$ cat config.mk
export PLATFORM = sky130hd
export DESIGN_NAME = tmr8_evcnt
export DESIGN_NICKNAME = d
export VERILOG_FILES = /design/src/rtl/tmr8_pkg.sv /design/src/rtl/tmr8_prescale.sv /design/src/rtl/tmr8_pin_edge.sv /design/src/rtl/tmr8_count_core.sv /design/src/rtl/tmr8_evcnt.sv
export SDC_FILE = /design/constraint.sdc
export NUM_CORES = 1
export LEC_CHECK = 0
export BUFFER_PORTS_ARGS = -buffer_cell sky130_fd_sc_hd__buf_2
export CAP_MARGIN = 20
export CORE_ASPECT_RATIO = 1.2
export CORE_UTILIZATION = 40
export CTS_CLUSTER_DIAMETER = 200
export DETAILED_ROUTE_END_ITERATION = 8
export GPL_TIMING_DRIVEN = 1
export PLACE_DENSITY = 0.67
export SLEW_MARGIN = 40
export SYNTH_ARGS = -nofsm -noshare
export SYNTH_HDL_FRONTEND = slang
export SYNTH_SLANG_ARGS = --single-unit
$ cat constraint.sdc
create_clock -name clk_i -period 1.75 [get_ports clk_i]
set_input_delay 0.175 -clock clk_i [delete_from_list [all_inputs] [get_ports clk_i]]
set_output_delay 0.175 -clock clk_i [all_outputs]
set_load 0.03 [all_outputs]
$ cat src/rtl/tmr8_pkg.sv
package tmr8_pkg;

  localparam int CTRL_W = 8;

  typedef enum logic [1:0] {
    MODE_IDLE  = 2'b00,
    MODE_EVENT = 2'b01,
    MODE_TIMER = 2'b10,
    MODE_PULSE = 2'b11
  } tmr_mode_e;

  // Packed MSB first: [7:6] mode, [5] alt source, [4] run, [3] edge, [2:0] prescale
  typedef struct packed {
    tmr_mode_e  mode;
    logic       alt_src;
    logic       run;
    logic       edge_sel;
    logic [2:0] psc;
  } tmr_ctrl_t;

endpackage

$ cat src/rtl/tmr8_prescale.sv
module tmr8_prescale #(
  parameter int PSC_W = 3
) (
  input  logic             clk_i,
  input  logic             rst_ni,
  input  logic             clr_i,
  input  logic             src_tick_i,
  input  logic [PSC_W-1:0] sel_i,
  output logic             tick_o
);

  localparam int DIV_W = (1 << PSC_W) - 1;

  logic [DIV_W-1:0] div_q;
  logic [DIV_W-1:0] div_d;
  logic [DIV_W-1:0] mask;

  // Low n bits of the divider must be all ones for a tick.
  always_comb begin
    for (int b = 0; b < DIV_W; b++) begin
      mask[b] = (b < int'(sel_i));
    end
  end

  assign tick_o = src_tick_i && ((div_q & mask) == mask);

  always_comb begin
    div_d = div_q;
    if (clr_i) begin
      div_d = '0;
    end else if (src_tick_i) begin
      div_d = div_q + 1'b1;
    end
  end

  always_ff @(posedge clk_i or negedge rst_ni) begin
    if (!rst_ni) begin
      div_q <= '0;
    end else begin
      div_q <= div_d;
    end
  end

endmodule

$ cat src/rtl/tmr8_pin_edge.sv
module tmr8_pin_edge #(
  parameter int SYNC_STAGES = 2
) (
  input  logic clk_i,
  input  logic rst_ni,
  input  logic pin_i,
  output logic rise_o,
  output logic fall_o
);

  logic [SYNC_STAGES-1:0] sync_q;
  logic [SYNC_STAGES-1:0] sync_d;
  logic                   hist_q;

  always_comb begin
    sync_d[0] = pin_i;
    for (int s = 1; s < SYNC_STAGES; s++) begin
      sync_d[s] = sync_q[s-1];
    end
  end

  always_ff @(posedge clk_i or negedge rst_ni) begin
    if (!rst_ni) begin
      sync_q <= '0;
      hist_q <= 1'b0;
    end else begin
      sync_q <= sync_d;
      hist_q <= sync_q[SYNC_STAGES-1];
    end
  end

  assign rise_o = sync_q[SYNC_STAGES-1] && !hist_q;
  assign fall_o = !sync_q[SYNC_STAGES-1] && hist_q;

endmodule

$ cat src/rtl/tmr8_count_core.sv
module tmr8_count_core #(
  parameter int W = 8
) (
  input  logic         clk_i,
  input  logic         rst_ni,
  input  logic         step_i,
  input  logic         running_i,
  input  logic         pre_we_i,
  input  logic [W-1:0] pre_wdata_i,
  output logic [W-1:0] count_o,
  output logic         wrap_o
);

  logic [W-1:0] count_q, count_d;
  logic [W-1:0] preload_q, preload_d;
  logic         wrap_q;
  logic         at_full;
  logic         wrap_now;

  assign at_full  = &count_q;
  assign wrap_now = step_i && at_full;

  // A reload write in the wrap cycle is forwarded into the count.
  assign preload_d = pre_we_i ? pre_wdata_i : preload_q;

  always_comb begin
    count_d = count_q;
    if (wrap_now) begin
      count_d = preload_d;
    end else if (step_i) begin
      count_d = count_q + 1'b1;
    end else if (pre_we_i && !running_i) begin
      count_d = pre_wdata_i;
    end
  end

  always_ff @(posedge clk_i or negedge rst_ni) begin
    if (!rst_ni) begin
      count_q   <= '0;
      preload_q <= '0;
      wrap_q    <= 1'b0;
    end else begin
      count_q   <= count_d;
      preload_q <= preload_d;
      wrap_q    <= wrap_now;
    end
  end

  assign count_o = count_q;
  assign wrap_o  = wrap_q;

endmodule

$ cat src/rtl/tmr8_evcnt.sv
module tmr8_evcnt
  import tmr8_pkg::*;
#(
  parameter int W           = 8,
  parameter int PSC_W       = 3,
  parameter int SYNC_STAGES = 2
) (
  input  logic         clk_i,
  input  logic         rst_ni,
  input  logic         alt_tick_i,
  input  logic         pin_i,
  input  logic         bus_we_i,
  input  logic         bus_addr_i,
  input  logic [W-1:0] bus_wdata_i,
  output logic [W-1:0] bus_rdata_o,
  output logic         irq_o
);

  tmr_ctrl_t ctrl_q, ctrl_d;
  logic      pw_active_q, pw_active_d;

  logic         wr_ctrl, wr_pre;
  logic         src_tick, psc_clr, psc_tick;
  logic         pin_rise, pin_fall;
  logic         start_edge, stop_edge;
  logic         pw_mode, pw_start, pw_stop;
  logic         step;
  logic [W-1:0] count;

  assign wr_ctrl = bus_we_i && !bus_addr_i;
  assign wr_pre  = bus_we_i && bus_addr_i;

  // Internal time base.
  assign src_tick = ctrl_q.alt_src ? alt_tick_i : 1'b1;
  assign psc_clr  = !ctrl_q.run || (ctrl_q.mode != MODE_TIMER);

  tmr8_prescale #(.PSC_W(PSC_W)) u_psc (
    .clk_i     (clk_i),
    .rst_ni    (rst_ni),
    .clr_i     (psc_clr),
    .src_tick_i(src_tick),
    .sel_i     (ctrl_q.psc),
    .tick_o    (psc_tick)
  );

  // External pin conditioning.
  tmr8_pin_edge #(.SYNC_STAGES(SYNC_STAGES)) u_pin (
    .clk_i (clk_i),
    .rst_ni(rst_ni),
    .pin_i (pin_i),
    .rise_o(pin_rise),
    .fall_o(pin_fall)
  );

  // Pulse-width gating.
  assign start_edge = ctrl_q.edge_sel ? pin_rise : pin_fall;
  assign stop_edge  = ctrl_q.edge_sel ? pin_fall : pin_rise;
  assign pw_mode    = ctrl_q.run && (ctrl_q.mode == MODE_PULSE);
  assign pw_start   = pw_mode && !pw_active_q && start_edge;
  assign pw_stop    = pw_mode && pw_active_q && stop_edge;

  always_comb begin
    pw_active_d = pw_active_q;
    if (!pw_mode || pw_stop) begin
      pw_active_d = 1'b0;
    end else if (pw_start) begin
      pw_active_d = 1'b1;
    end
  end

  // Event selection per mode.
  always_comb begin
    step = 1'b0;
    unique case (ctrl_q.mode)
      MODE_TIMER: step = ctrl_q.run && psc_tick;
      MODE_EVENT: step = ctrl_q.run && (ctrl_q.edge_sel ? pin_fall : pin_rise);
      MODE_PULSE: step = pw_start || (pw_mode && pw_active_q && !stop_edge);
      default:    step = 1'b0;
    endcase
  end

  // Control register: software write wins over the self-clear.
  always_comb begin
    ctrl_d = ctrl_q;
    if (wr_ctrl) begin
      ctrl_d = tmr_ctrl_t'(bus_wdata_i[CTRL_W-1:0]);
    end else if (pw_stop) begin
      ctrl_d.run = 1'b0;
    end
  end

  always_ff @(posedge clk_i or negedge rst_ni) begin
    if (!rst_ni) begin
      ctrl_q      <= '0;
      pw_active_q <= 1'b0;
    end else begin
      ctrl_q      <= ctrl_d;
      pw_active_q <= pw_active_d;
    end
  end

  tmr8_count_core #(.W(W)) u_core (
    .clk_i      (clk_i),
    .rst_ni     (rst_ni),
    .step_i     (step),
    .running_i  (ctrl_q.run),
    .pre_we_i   (wr_pre),
    .pre_wdata_i(bus_wdata_i),
    .count_o    (count),
    .wrap_o     (irq_o)
  );

  assign bus_rdata_o = bus_addr_i ? count : W'(ctrl_q);

endmodule

# Word level (Yosys, flattened, before mapping)
# Index checks and enable logic that the tools add are counted.
[word_totals]
out_inout_bits = 9
input_bits = 14
reg_bits = 36
[op_classes]
eq_ne = 5
n_bitwise = 1
n_mux = 15
reduce_logical = 30
add_sub_neg = 2
magnitude_cmp = 7
[op_table]
columns = ["op", "count"]
rows = [
  ["8-bit two-way mux", 5],
  ["1-bit logical AND", 15],
  ["7-bit two-way mux", 2],
  ["3-bit < comparator (first input constant)", 3],
  ["8-bit by 1-bit adder with 8-bit output (second input constant)", 1],
  ["8-bit AND reduction", 1],
  ["7-bit by 1-bit adder with 7-bit output (second input constant)", 1],
  ["7-bit AND", 1],
  ["7-bit == test", 1],
  ["1-bit logical NOT", 7],
  ["1-bit two-way mux", 7],
  ["1-bit by 3-bit < comparator with 1-bit output (first input constant)", 2],
  ["2-bit by 3-bit < comparator with 1-bit output (first input constant)", 2],
  ["2-bit nonzero test", 3],
  ["2-bit == test (second input constant)", 2],
  ["1-bit logical OR", 3],
  ["1-bit case mux with 3 select lines", 1],
  ["3-bit nonzero test", 1],
  ["2-bit by 1-bit == test with 1-bit output (second input constant)", 1],
  ["2-bit inequality test (second input constant)", 1],
]

# Depth between registers and ports, before layout
# Gate-level depths: netlist of run 1.
[depth]
word_depth = 9
mapped_depth = 10
mapped_depth_nobuf = 8

# Cells and area by module
# From an unflattened synthesis of run 1, not the netlist that was laid out.
[unflattened]
cells_unflattened = 184
area_unflattened_um2 = 1951.9
[by_module_without_submodules]
columns = ["mod", "cells_per_inst", "instances", "area_each_um2"]
rows = [
  ["tmr8_count_core", 83, 1, 904.6],
  ["tmr8_evcnt", 56, 1, 585.6],
  ["tmr8_prescale", 40, 1, 371.6],
  ["tmr8_pin_edge", 5, 1, 90.1],
]

# Worst setup path before layout of run 1
# Ideal clock, no wire load.
[synth_timing]
kind = "register to register"
start = "register ctrl_q[6] (netlist name)"
end = "register u_core.count_q[6] (netlist: u_core.count_o[6])"
n_path_buf = 1
period_less_slack_ns = 1.853
path_slack_ns = -0.103
arrival_ns = 1.727
path_stages_with_launch = 10
setup_time_ns = 0.126
cell_sequence = "dfrtp_1 -> inv_1 -> ha_1 -> nand2_1 -> nor3_1 -> nand4_1 -> o22a_1 -> buf_6 -> o32a_1 -> o32a_1"
[synth_between]
elab_chain_len = 8
word_cells_on_any_way = 14
classes_between = "3 x eq/ne; 3 x mux; 8 x reduce/logical"
[synth_rtl]
columns = ["item", "line", "text"]
rows = [
  ["from (decl)", "tmr8_evcnt.sv:19", "tmr_ctrl_t ctrl_q, ctrl_d;"],
  ["from (signal assigned)", "tmr8_evcnt.sv:97", "ctrl_q <= ctrl_d;"],
  ["2-bit == test", "tmr8_evcnt.sv:58, tmr8_evcnt.sv:74", ""],
  ["1-bit logical AND", "tmr8_evcnt.sv:58", "assign pw_mode = ctrl_q.run && (ctrl_q.mode == MODE_PULSE);"],
  ["1-bit logical AND (on tied branches) (2 in series)", "tmr8_evcnt.sv:59, tmr8_evcnt.sv:77", ""],
  ["1-bit logical OR", "tmr8_evcnt.sv:77", "MODE_PULSE: step = pw_start || (pw_mode && pw_active_q && !stop_edge);"],
  ["1-bit case mux with 3 select lines *", "tmr8_evcnt.sv:74", "unique case (ctrl_q.mode)"],
  ["8-bit two-way mux / 1-bit logical AND (equally long branches)", "tmr8_count_core.sv:30, tmr8_count_core.sv:21", ""],
  ["8-bit two-way mux / 3-bit nonzero test (equally long branches)", "-", ""],
  ["to (signal assigned)", "tmr8_count_core.sv:43", "count_q <= count_d;"],
  ["to (decl)", "tmr8_count_core.sv:14", "logic [W-1:0] count_q, count_d;"],
]
# Mark *: on every way between the ends. The rest lies on a longest branch, timed or not.
# A chain may end at the register's enable or synchronous reset.

# Worst setup path in the final report of run 1
[layout_timing]
start = "register ctrl_q[7] (netlist name)"
end = "register u_core.count_q[4] (netlist: u_core.count_o[4])"
# The elaborated chain is that of the path after synthesis.

==> summary.md, run 1 <==
| Metric | Value |
|---|---|
| Routing usage on met2 | `between 30% and 40%` |
| Area delta synth->final | `35.10%` |
| Final hold violations | `0` |
| Fin cells | `~310` |
| Fmax | `about 530 MHz` |
| Commonest cells after routing, fill and taps aside | `dfrtp_1, buf_4, nand2_1` |
| Die Span Y | `just under 80 um` |
| Met3 usage | `4.559%` |
| CTS buffer count | `5` |
| Final setup violation count | `7` |
| Die ar. | `around 5100 um2` |
| CP max FO | `4` |
| Most common cell after layout, fill and taps aside | `dfrtp_1` |
| Filler instances | `413` |
| Multi-input gate area | `between 1000 and 1500 um2` |
| Unique masters post-synth | `37` |
| DR WL/cell | `about 14 um` |
| Core ar. | `~4600 um2` |
| Sink Count | `36` |
| First-pass DRT Iterations | `4` |
| CTS tree | `done` |
| Vias in the first global route | `approximately 1.6k` |
| H-tree levels | `2` |
| Slew Limit Fails | `0` |
| Sw frac | `a little under a third` |
| Final antenna diode count | `0` |
| Die W | `about 65 um` |
| Reg2Reg Setup Slack | `-0.14 ns` |
| Final WL | `between 4000 and 5000 um` |
| Syn Inst Count | `around 190` |
| Placed insts | `roughly 300` |
| Final min period | `around 1.9 ns` |
| Pwr dens | `roughly 1200 nW/um2` |
| Startpoint types | `flip-flop` |
| Clock-pin slew on the worst setup and hold paths | `roughly 0.07 ns` |
| I/O Buffers | `22` |
| First-pass GRT wire length | `7327 um` |
| Crit Path Class | `reg2reg` |
| Post-Synth Simple-Gate Area | `approximately 16%` |
| Delay of the slowest cell on the worst path | `~0.40 ns` |
| Register area share after synthesis | `around 47%` |
| Post-synth top flop | `dfrtp_1` |
| Share of cells above drive strength 1 | `around two fifths` |
| Initial core utilization | `41.58%` |
| Placed wire-length estimate | `roughly 3100 um` |
| Antenna Violating Nets Remaining | `0` |
| Status | `finished, violations left` |
| Post-Syn Area | `~1900 um2` |
| Residual DRC | `0` |
| Average cell area after synthesis | `10.22 um2` |
| Largest net degree at the start of global routing | `37` |
| Initial antenna violation count | `0` |
| Clk buf depth | `2` |
| P_int | `2.084 mW` |
| Setup ws final | `-0.1363 ns` |
| Setup TNS | `-0.4794 ns` |
| RePlAce Congestion | `about 0.84` |
| Critical path arrival | `around 2 ns` |
| CP max stage cell | `dfrtp_1` |
| Worst slew pin tran | `between 0.4 and 0.5 ns` |
| Met1 Use GR | `between 20% and 30%` |
| I/O Pins | `23` |
| Number of synthesized flops with an enable pin | `0` |
| Clock Skews | `0.003656 ns` |
| Synthesized net count | `approximately 210` |
| Asr flop ratio synth | `100.0%` |
| Warnings from Yosys | `0` |
| Hold WS | `approximately 0.13 ns` |
| Clock power frac | `between 30% and 40%` |
| Leak Pwr | `roughly 1.1 nW` |
| Max-Cap Viols | `0` |
| CP endpoint kind | `flip-flop` |
| Post-Synth XOR/XNOR Area | `3.667%` |
| Seq cells post-synth | `36` |
| Period utilization | `107.8%` |
| Adder-cell share of the synthesized area | `just under 4%` |
| Slew HR | `68.96%` |
| Mux cell area share after synthesis | `between 10 and 15%` |
| Routed vias/inst | `5.282` |
| Via count | `between 1.5k and 2k` |
| Worst path cell trace | `inv_2 > ha_4 > nand2_2 > nor3_2 > nand4_1 > buf_4 > o22a_4 > a311oi_2 > a21oi_1` |
| Gr ovfl total | `0` |
| RSZ-0062 raised after global routing | `yes` |
| Largest family of logic cells by synthesized area | `simple AND/OR/NAND/NOR gates` |
| Synth Area in Compound Gates | `between 10% and 20%` |
| Post-layout nets | `between 200 and 300` |
| Failing checks | `setup timing` |
| Rows | `27` |
| Gr usage total | `between 10% and 20%` |
| Top cell family by delay on the critical path | `compound AO/OA/AOI/OAI gates` |
| Number of DRC markers in iteration 0 | `45` |
| Worst Path Required | `between 1.5 and 2 ns` |
| FF+latch area | `between 900 and 1000 um2` |
| Flop pwr share | `35.9%` |
| GRT busiest layer | `met2` |
| Switch Pwr | `between 0.8 and 0.9 mW` |
| Root buf cell | `clkbuf_8` |
| CP Buf/Inv Count | `2` |
| Clk_lat worst skew | `between 0.2 and 0.3 ns` |
| Hold Path Class | `in2reg` |
| Logic pwr share | `just under 30%` |
| VDD IR max | `between 0.0007 and 0.0008 V` |
worst min-delay path: cells and delay by family:
kind	cells	cell delay, ns
buf+inv	1	0.11
compound gates	1	0.05
simple gates	1	0.05
final cells by class:
| class | count | share of cell area (%) |
|---|---|---|
| multi-input cells | 140 | 40.33 |
| flip-flops and latches | 36 | 34.90 |
| repair buffers | 57 | 14.93 |
| clock inverters | 3 | 3.490 |
| well taps | 58 | 2.811 |
| clock buffers | 5 | 2.666 |
| inverters | 6 | 0.8725 |
metrics by stage:
step	util (%)	power [mW]	area (um2)	worst slack, ns
floorplan	-	1.577	1923	-0.07291
global placement	50.22	1.873	2307	-0.1482
detailed placement	50.22	1.891	2307	-0.1793
CTS	55.58	2.956	2554	-0.08964
global route	56.18	3.131	2581	-0.2844
finish	56.18	2.983	2581	-0.1363
what timing repair did:
item                                    CTS  global route
pin swaps                                 4             1
hold endpoints to repair                 37             0
setup buffers                             2             0
hold buffers                              2             0
endpoints found under the setup margin    9             9
cloned                                    1             0
resized for setup                        11             8
per-layer routing:
| layer | routed length (um) | vias to the layer above |
|---|---|---|
| met5 | 0 | - |
| met1 | 1797 | 773 |
| li1 | - | 786 |
| met4 | 88 | 0 |
| met2 | 2310 | 43 |
| met3 | 163 | 9 |
Yosys cell counts (2+ instances only):
cell type   n  area share [%]
clkbuf_1    4            0.79
a211oi_1    2            0.79
inv_1       6             1.2
ha_1        6             3.9
nand4_1     5             1.6
nand2_1    28             5.5
nor2_1     11             2.2
mux2i_1     6             3.1
nor3b_1     2            0.79
o21ai_1     2            0.52
dfrtp_1    36              47
o32a_1      3             1.6
xor2_1      4             1.8
xnor2_1     4             1.8
mux2_2     20              12
nand3_1     4             1.0
o21ai_0    17             4.5
nor2b_1     2            0.65
a21oi_1     6             1.6
nor3_1      2            0.52
power by group through the flow:
stage / sequential (mW) / clock [mW] / combinational, mW
6_report: 1.07 / 1.03 / 0.877
5_1_grt: 1.09 / 1.08 / 0.964
4_1_cts: 1.07 / 1.04 / 0.845
3_5_place_dp: 1.08 / 0 / 0.807
3_3_place_gp: 1.08 / 0 / 0.797
2_1_floorplan: 1.06 / 0 / 0.519
worst paths after layout:
path	start	cells past startpoint	end
max reg2reg	ctrl_q[7]	9	u_core.count_o[4]
min	bus_wdata_i[4]	3	ctrl_q[4]
min reg2reg	u_pin.sync_q[0]	0	u_pin.sync_q[1]
min in group asynchronous	rst_ni	3	u_core.preload_q[0]
max in group asynchronous	rst_ni	3	u_pin.sync_q[0]
max	ctrl_q[7]	9	u_core.count_o[4]
flip-flops by register name, indices dropped and copies added (netlist names):
signal,cells
u_core.preload_q,8
u_core.wrap_o,1
u_pin.hist_q,1
pw_active_q,1
u_pin.sync_q,2
u_psc.div_q,7
u_core.count_o,8
ctrl_q,8
cell families (layout without fill, tap and decap cells):
| kind of cell | Yosys count | after routing |
|---|---|---|
| buf+inv | 12 | 71 |
| fa+ha+maj | 6 | 6 |
| flops | 36 | 36 |
| compound gates | 37 | 38 |
| xor+xnor | 8 | 8 |
| simple gates | 62 | 62 |
| mux | 26 | 26 |
Power figures use the tool's default switching activity.
==> run 2: changes to the inputs <==
BUFFER_PORTS_ARGS = -buffer_cell sky130_fd_sc_hd__buf_4   (was -buffer_cell sky130_fd_sc_hd__buf_2)
PLACE_DENSITY = 0.64   (was 0.67)
SYNTH_HIERARCHICAL = 1   (was unset)
clock period = 2 ns   (was 1.75 ns; I/O delays follow)
==> run 2 against run 1 <==
The run still ends with setup timing left. Combinational power decreased by 25%. Register-to-register slack got worse by 0.13 ns. Clock power decreased by 49%. First-iteration DRC count increased by 42%. Cell count decreased by 4.9%. Fmax decreased by 17%. Core utilization decreased by 2.2 points. Critical path type unchanged. Largest cell class unchanged.
==> summary.md, run 2 <==
| Metric | Value |
|---|---|
| Placed wire-length estimate | `3078 um (-1.2%)` |
| Clk_lat worst skew | `0.29 ns (about the same)` |
| Largest net degree at the start of global routing | `37 (unchanged)` |
| Register area share after synthesis | `46.15% (-1.0 points)` |
| Post-synth top flop | `dfrtp_1` |
| Filler instances | `413 (unchanged)` |
| Die W | `65.77 um (+1.0%)` |
| DR WL/cell | `15.52 um (+8.6%)` |
| Synthesized net count | `204 (-1.4%)` |
| VDD IR max | `0.0006794 V (-8.3%)` |
| Hold Path Class | `in2reg` |
| Post-Syn Area | `1952 um2 (+2.2%)` |
| Fmax | `442.0 MHz (-17%)` |
| Clk buf depth | `2 (unchanged)` |
| Root buf cell | `clkbuf_8` |
| Startpoint types | `flip-flop` |
| H-tree levels | `2 (unchanged)` |
| Final hold violations | `0 (unchanged)` |
| Core ar. | `4628 um2 (+0.74%)` |
| CP endpoint kind | `flip-flop` |
| Setup TNS | `-1.792 ns (-1.312 ns)` |
| Clock-pin slew on the worst setup and hold paths | `0.07 ns (about the same)` |
| Routed vias/inst | `5.345 (+1.2%)` |
| Final min period | `2.262 ns (+0.3760 ns)` |
| Initial core utilization | `42.17% (+0.59 points)` |
| Fin util | `53.99% (-2.2 points)` |
| CTS tree | `done` |
| Failing checks | `setup timing` |
| Setup ws final | `-0.2623 ns (-0.1260 ns)` |
| Number of DRC markers in iteration 0 | `64 (+42%)` |
| I/O Pins | `23 (unchanged)` |
| Cell taking the most area after synthesis | `dfrtp_1` |
| First-pass GRT wire length | `7217 um (-1.5%)` |
| Post-layout nets | `251 (-5.6%)` |
| Status | `finished, violations left` |
| Final setup violation count | `9 (+2)` |
| I/O Buffers | `22 (unchanged)` |
| Worst Path Required | `2.18 ns (+0.26 ns)` |
| Cell Area, Placed | `2326 um2 (+0.81%)` |
| Post-synth top area share | `46.15% (-1.0 points)` |
| Total Power | `2.166 mW (-27%)` |
| Slew HR | `68.58% (-0.38 points)` |
| Worst slew pin tran | `0.4713 ns (+0.005726 ns)` |
| Sink Count | `36 (unchanged)` |
| Critical path arrival | `2.44 ns (+0.38 ns)` |
| Die ar. | `5164 um2 (+2.1%)` |
| Via count | `1,550 (-3.8%)` |
| Asr flop ratio synth | `100.0% (unchanged)` |
| First-pass DRT Iterations | `4 (unchanged)` |
| CTS buffer count | `5 (unchanged)` |
| R2r startpoint | `ctrl_q[2]` |
| Hold Crit Depth | `1 (-2)` |
| Gr ovfl total | `0 (unchanged)` |
| Reg2Reg Setup Slack | `-0.26 ns (-0.13 ns)` |
| Slew Limit Fails | `0 (unchanged)` |
| Unique masters post-synth | `41 (+11%)` |
| Final WL | `4500 um (+3.2%)` |
| Hold Path End | `u_pin/sync_q[0]` |
| Synth top cells by count | `dfrtp_1, mux2_2, nand2_1` |
| Most common cell after layout, fill and taps aside | `buf_4` |
| Clock Skews | `0.005923 ns (+0.002267 ns)` |
| Share of cells above drive strength 1 | `39.66% (-1.6 points)` |
| Seq cells post-synth | `36 (unchanged)` |
| Most common cell in the synthesized netlist | `dfrtp_1` |
| Synth top area cells | `dfrtp_1, mux2_2, ha_1` |
| RePlAce Congestion | `0.8229 (-2.4%)` |
| Leak Pwr | `1.109 nW (-3.2%)` |
| Initial antenna violation count | `0 (unchanged)` |
| Max-Cap Viols | `0 (unchanged)` |
| Antenna Violating Nets Remaining | `0 (unchanged)` |
| Final antenna diode count | `0 (unchanged)` |
| CP max FO | `5 (+1)` |
| Worst reg-to-reg path cell count | `12 (+3)` |
| Number of synthesized flops with an enable pin | `0 (unchanged)` |
| Crit Path Class | `reg2reg` |
| Area delta synth->final | `28.01%` |
| Period utilization | `113.1% (+5.3 points)` |
| Die Span Y | `78.52 um (+1.0%)` |
| Syn Inst Count | `184 (-1.6%)` |
| Average cell area after synthesis | `10.61 um2 (+3.8%)` |
| Rows | `27 (unchanged)` |
| Hold Path Origin | `pin_i` |
| RSZ-0062 raised after global routing | `yes` |
| Gr usage total | `18.85% (-0.32 points)` |
| Warnings from Yosys | `6 (+6)` |
| Residual DRC | `0 (unchanged)` |
| Reg-to-reg critical path endpoint | `u_core/count_o[1]` |
| Commonest cells after routing, fill and taps aside | `buf_4, dfrtp_1, nand2_1, mux2_2, nor2_1` |
| Pwr dens | `866.8 nW/um2 (-25%)` |
| CP startpoint | `ctrl_q[2]` |
| Vias in the first global route | `1,452 (-9.2%)` |
| Final instance area | `2499 um2 (-3.2%)` |
## run 2: cell types whose count changed after synthesis, moves of 3 or more
cell      change
a221oi_1      +3
a211o_1       +3
o21ai_0       -6
nand2_1       -8
buf_6         +3
clkbuf_1      -4
nor2_1        +3
o32a_1        -3
## run 2: through the flow
step	instances	setup slack, ns	hold slack, ns
final	290	-0.2623	0.01378
after global routing	290	-0.3521	0.008088
after CTS	290	-0.2278	0.004697
after detailed placement	280	-0.2344	0.1876
after global placement	280	-0.1286	0.1850
after floorplan	184	-0.08407	-0.09559
## run 2: worst max-delay path by stage
stage                   endpoint  slack (ns)  depth (start not counted)
2_1_floorplan  u_core/count_o[0]       -0.08                         12
3_3_place_gp   u_core/count_o[7]       -0.13                         10
3_5_place_dp   u_core/count_o[7]       -0.23                         11
4_1_cts        u_core/count_o[1]       -0.23                         12
5_1_grt        u_core/count_o[1]       -0.35                         11
6_report       u_core/count_o[1]       -0.26                         12
## run 2: kinds of logic (layout without fill, tap and decap cells)
family | after synthesis | in the layout | share of synthesized area, %
AND/OR/NAND/NOR | 57 | 57 | 15.00
AO/OA/AOI/OAI | 40 | 40 | 13.40
flip-flops | 36 | 36 | 46.15
multiplexers | 24 | 24 | 13.59
buffers and inverters | 12 | 60 | 3.974
XOR/XNOR | 9 | 9 | 4.039
adder cells (fa/ha/maj) | 6 | 6 | 3.846
## run 2: final cells by class
type | instances | area, um2 | share of cell area (%)
multi-input cells | 136 | 1046 | 41.86
flip-flops and latches | 36 | 900.9 | 36.05
repair buffers | 46 | 359.1 | 14.37
clock buffers | 6 | 82.58 | 3.305
well taps | 58 | 72.57 | 2.904
inverters | 6 | 27.53 | 1.102
clock inverters | 2 | 10.01 | 0.4006
## run 2: where the power goes
| group | internal (mW) | total, mW | switching, mW |
|---|---|---|---|
| Sequential | 0.838 | 0.979 | 0.141 |
| Clock | 0.275 | 0.529 | 0.255 |
| Combinational | 0.299 | 0.658 | 0.358 |
## run 2: routing by layer
layer | global-route usage (%) | routed length [um]
met5 | 0 | 0
met4 | 7.826 | 86
met3 | 3.924 | 194
met2 | 27.76 | 2090
met1 | 26.50 | 2129
## run 2: critical path, stage by stage, from the launching register on
cell,delay (ns)
dfrtp_1,0.40
inv_2,0.07
o21ai_1,0.05
a21o_1,0.16
a211oi_2,0.18
o211ai_1,0.10
a21o_1,0.19
a31oi_4,0.27
nand3_2,0.14
nor3_4,0.17
buf_6,0.15
mux2i_1,0.18
o21ai_1,0.08
## run 2: timing repair
item / CTS / global route
setup buffers: 1 / 0
hold endpoints to repair: 36 / 0
hold buffers: 1 / 0
gates cloned: 0 / 1
gates resized for setup: 3 / 12
endpoints found under the setup margin: 9 / 9
pin swaps: 0 / 5
==> run 3: changes to the inputs <==
GPL_TIMING_DRIVEN = 0   (was 1)
==> run 3 against run 2 <==
The flow still finishes with violations (setup timing). Clock skew hardly changed. Fmax rose by 0.21%. Setup slack gained 0.0048 ns. Worst hold slack better by 0.0021 ns. Global-route usage up 0.14 points. Flip-flop and latch count is the same. Non-clock buffer count fell by 4. Critical path depth grew 1. Clock power rose by 2%. First-iteration DRC count shrank 33%. Combinational power fell by 2%. Clock-buffer cell count rose by 2. Highest routed layer unchanged.
==> summary.md, run 3 (synthesized netlist as in run 2, its figures left out) <==
| Metric | Value |
|---|---|
| Final WL | `4319 um (-4.0%)` |
| Period utilization | `112.9% (-0.24 points)` |
| CP max stage cell | `dfrtp_1` |
| Die ar. | `5164 um2 (unchanged)` |
| Sink Count | `36 (unchanged)` |
| Worst reg-to-reg path cell count | `13 (+1)` |
| Commonest cells after routing, fill and taps aside | `dfrtp_1, buf_4, nand2_1` |
| I/O Pins | `23 (unchanged)` |
| Most common cell after layout, fill and taps aside | `dfrtp_1` |
| Hold Path Class | `in2reg` |
| Max-Cap Viols | `0 (unchanged)` |
| Final min period | `2.258 ns (-0.004791 ns)` |
| Critical path arrival | `2.47 ns (+0.03 ns)` |
| Post-layout nets | `247 (-1.6%)` |
| RePlAce Congestion | `0.7902 (-4.0%)` |
| Gr usage total | `19.00% (+0.14 points)` |
| Worst Path Required | `2.21 ns (+0.03 ns)` |
| CP max FO | `7 (+2)` |
| Initial core utilization | `42.17% (unchanged)` |
| CTS buffer count | `5 (unchanged)` |
| First-pass DRT Iterations | `4 (unchanged)` |
| Die Span Y | `78.52 um (unchanged)` |
| Die W | `65.77 um (unchanged)` |
| Worst slew pin tran | `0.4509 ns (-0.02040 ns)` |
| Fin util | `54.47% (+0.49 points)` |
| R2r startpoint | `ctrl_q[2]` |
| Clk buf depth | `2 (unchanged)` |
| VDD IR max | `0.0006309 V (-7.1%)` |
| Area delta synth->final | `29.17%` |
| DR WL/cell | `15.10 um (-2.7%)` |
| Setup TNS | `-1.594 ns (+0.1982 ns)` |
| Hold Path Origin | `pin_i` |
| CTS tree | `done` |
| RSZ-0062 raised after global routing | `yes` |
| Hold WS | `0.01589 ns (+0.002112 ns)` |
| Core ar. | `4628 um2 (unchanged)` |
| Antenna Violating Nets Remaining | `0 (unchanged)` |
| Leak Pwr | `1.095 nW (-1.2%)` |
| Startpoint types | `flip-flop` |
| Rows | `27 (unchanged)` |
| Worst path cell trace | `inv_2 > o21ai_2 > a21o_1 > a211oi_2 > o211ai_1 > a21o_1 > a31oi_4 > buf_6 > buf_8 > buf_6 > nor2_1 > a211o_1 > a21oi_1` |
| Root buf cell | `clkbuf_8` |
| Reg2Reg Setup Slack | `-0.26 ns (about the same)` |
| Final hold violations | `0 (unchanged)` |
| Number of DRC markers in iteration 0 | `43 (-33%)` |
| Fmax | `443.0 MHz (+0.21%)` |
| Crit Path Class | `reg2reg` |
| Failing checks | `setup timing` |
| CP startpoint | `ctrl_q[2]` |
| Hold Path End | `u_pin/sync_q[0]` |
| Delay of the slowest cell on the worst path | `0.41 ns (about the same)` |
| Final antenna diode count | `0 (unchanged)` |
| Hold Crit Depth | `1 (unchanged)` |
| Via count | `1,534 (-1.0%)` |
| Pwr dens | `859.2 nW/um2 (-0.87%)` |
| First-pass GRT wire length | `7348 um (+1.8%)` |
| Setup ws final | `-0.2575 ns (+0.004791 ns)` |
| Reg-to-reg critical path endpoint | `u_core/count_o[3]` |
| Clk_lat worst skew | `0.29 ns (about the same)` |
| H-tree levels | `2 (unchanged)` |
| Final setup violation count | `9 (unchanged)` |
| Vias in the first global route | `1,577 (+8.6%)` |
| DP Worst Slack | `-0.3354 ns (-0.1010 ns)` |
| Status | `finished, violations left` |
| Clock-pin slew on the worst setup and hold paths | `0.07 ns (about the same)` |
| I/O Buffers | `22 (unchanged)` |
| Share of cells above drive strength 1 | `39.91% (+0.26 points)` |
| Clock Skews | `0.006012 ns (+0.00008912 ns)` |
| Residual DRC | `0 (unchanged)` |
| Largest net degree at the start of global routing | `37 (unchanged)` |
| CP endpoint kind | `flip-flop` |
| Initial antenna violation count | `0 (unchanged)` |
| Slew Limit Fails | `0 (unchanged)` |
| Placed wire-length estimate | `2810 um (-8.7%)` |
| Routed vias/inst | `5.364 (+0.35%)` |
| Gr ovfl total | `0 (unchanged)` |
| Total Power | `2.166 mW (about the same)` |
| Slew HR | `69.94% (+1.4 points)` |
-- run 3: cell types whose count changed in the layout (fill, tap and decap cells not counted), moves of 2 or more --
cell      before  now
dfrtp_1       36   34
a221oi_1       2    0
buf_6          3   10
dfrtp_2        0    2
clkbuf_1       0    2
clkinv_2       2    0
o21ai_1        5    2
a221oi_2       2    4
o21ai_2        0    2
buf_4         42   29
-- run 3: final cells by class --
cell class                 instances  area [um2]
fill                             397        2107
multi-input combinational        136        1067
sequential                        36       903.4
timing repair buffer              36       295.3
clock buffer                       8       90.09
tap                               58       72.57
buffer                             6       65.06
inverter                           6       27.53
-- run 3: critical path: cells and delay by family (launching register included) --
| kind | cells | cell delay, ns |
|---|---|---|
| flip-flops | 1 | 0.41 |
| AND/OR/NAND/NOR | 1 | 0.04 |
| buffers and inverters | 4 | 0.45 |
| AO/OA/AOI/OAI | 8 | 1.27 |
-- run 3: worst max path at each step --
stage / to / slack [ns]
2_1_floorplan: u_core/count_o[0] / -0.08
3_3_place_gp: u_core/count_o[1] / -0.33
3_5_place_dp: u_core/count_o[0] / -0.34
4_1_cts: u_core/count_o[1] / -0.25
5_1_grt: u_core/count_o[3] / -0.36
6_report: u_core/count_o[3] / -0.26
-- run 3: per-stage QoR --
stage / std cells / cell area [um2]
2_1_floorplan: 184 / 1981
3_3_place_gp: 264 / 2218
3_5_place_dp: 264 / 2218
4_1_cts: 283 / 2445
5_1_grt: 286 / 2521
6_report: 286 / 2521
-- run 3: power breakdown --
part           total [mW]  internal [mW]  leakage, nW  switching [mW]
Clock               0.541          0.281       0.0455           0.260
Sequential          0.979          0.838        0.440           0.141
Combinational       0.646          0.299        0.610           0.347
-- run 3: routing by layer --
metal,global-route usage (%),vias to the layer above,share of wire [%]
met1,23.84,752,46
met2,30.20,36,48
met4,7.826,0,1.6
met5,0,-,0
met3,5.378,6,4.6
li1,-,740,-
-- run 3: repair_timing --
item,in CTS,in global routing
pin swaps,8,4
hold buffers,1,0
resized for setup,13,11
buffers inserted,10,3
setup endpoints to repair,9,9
endpoints found under the hold margin,36,0
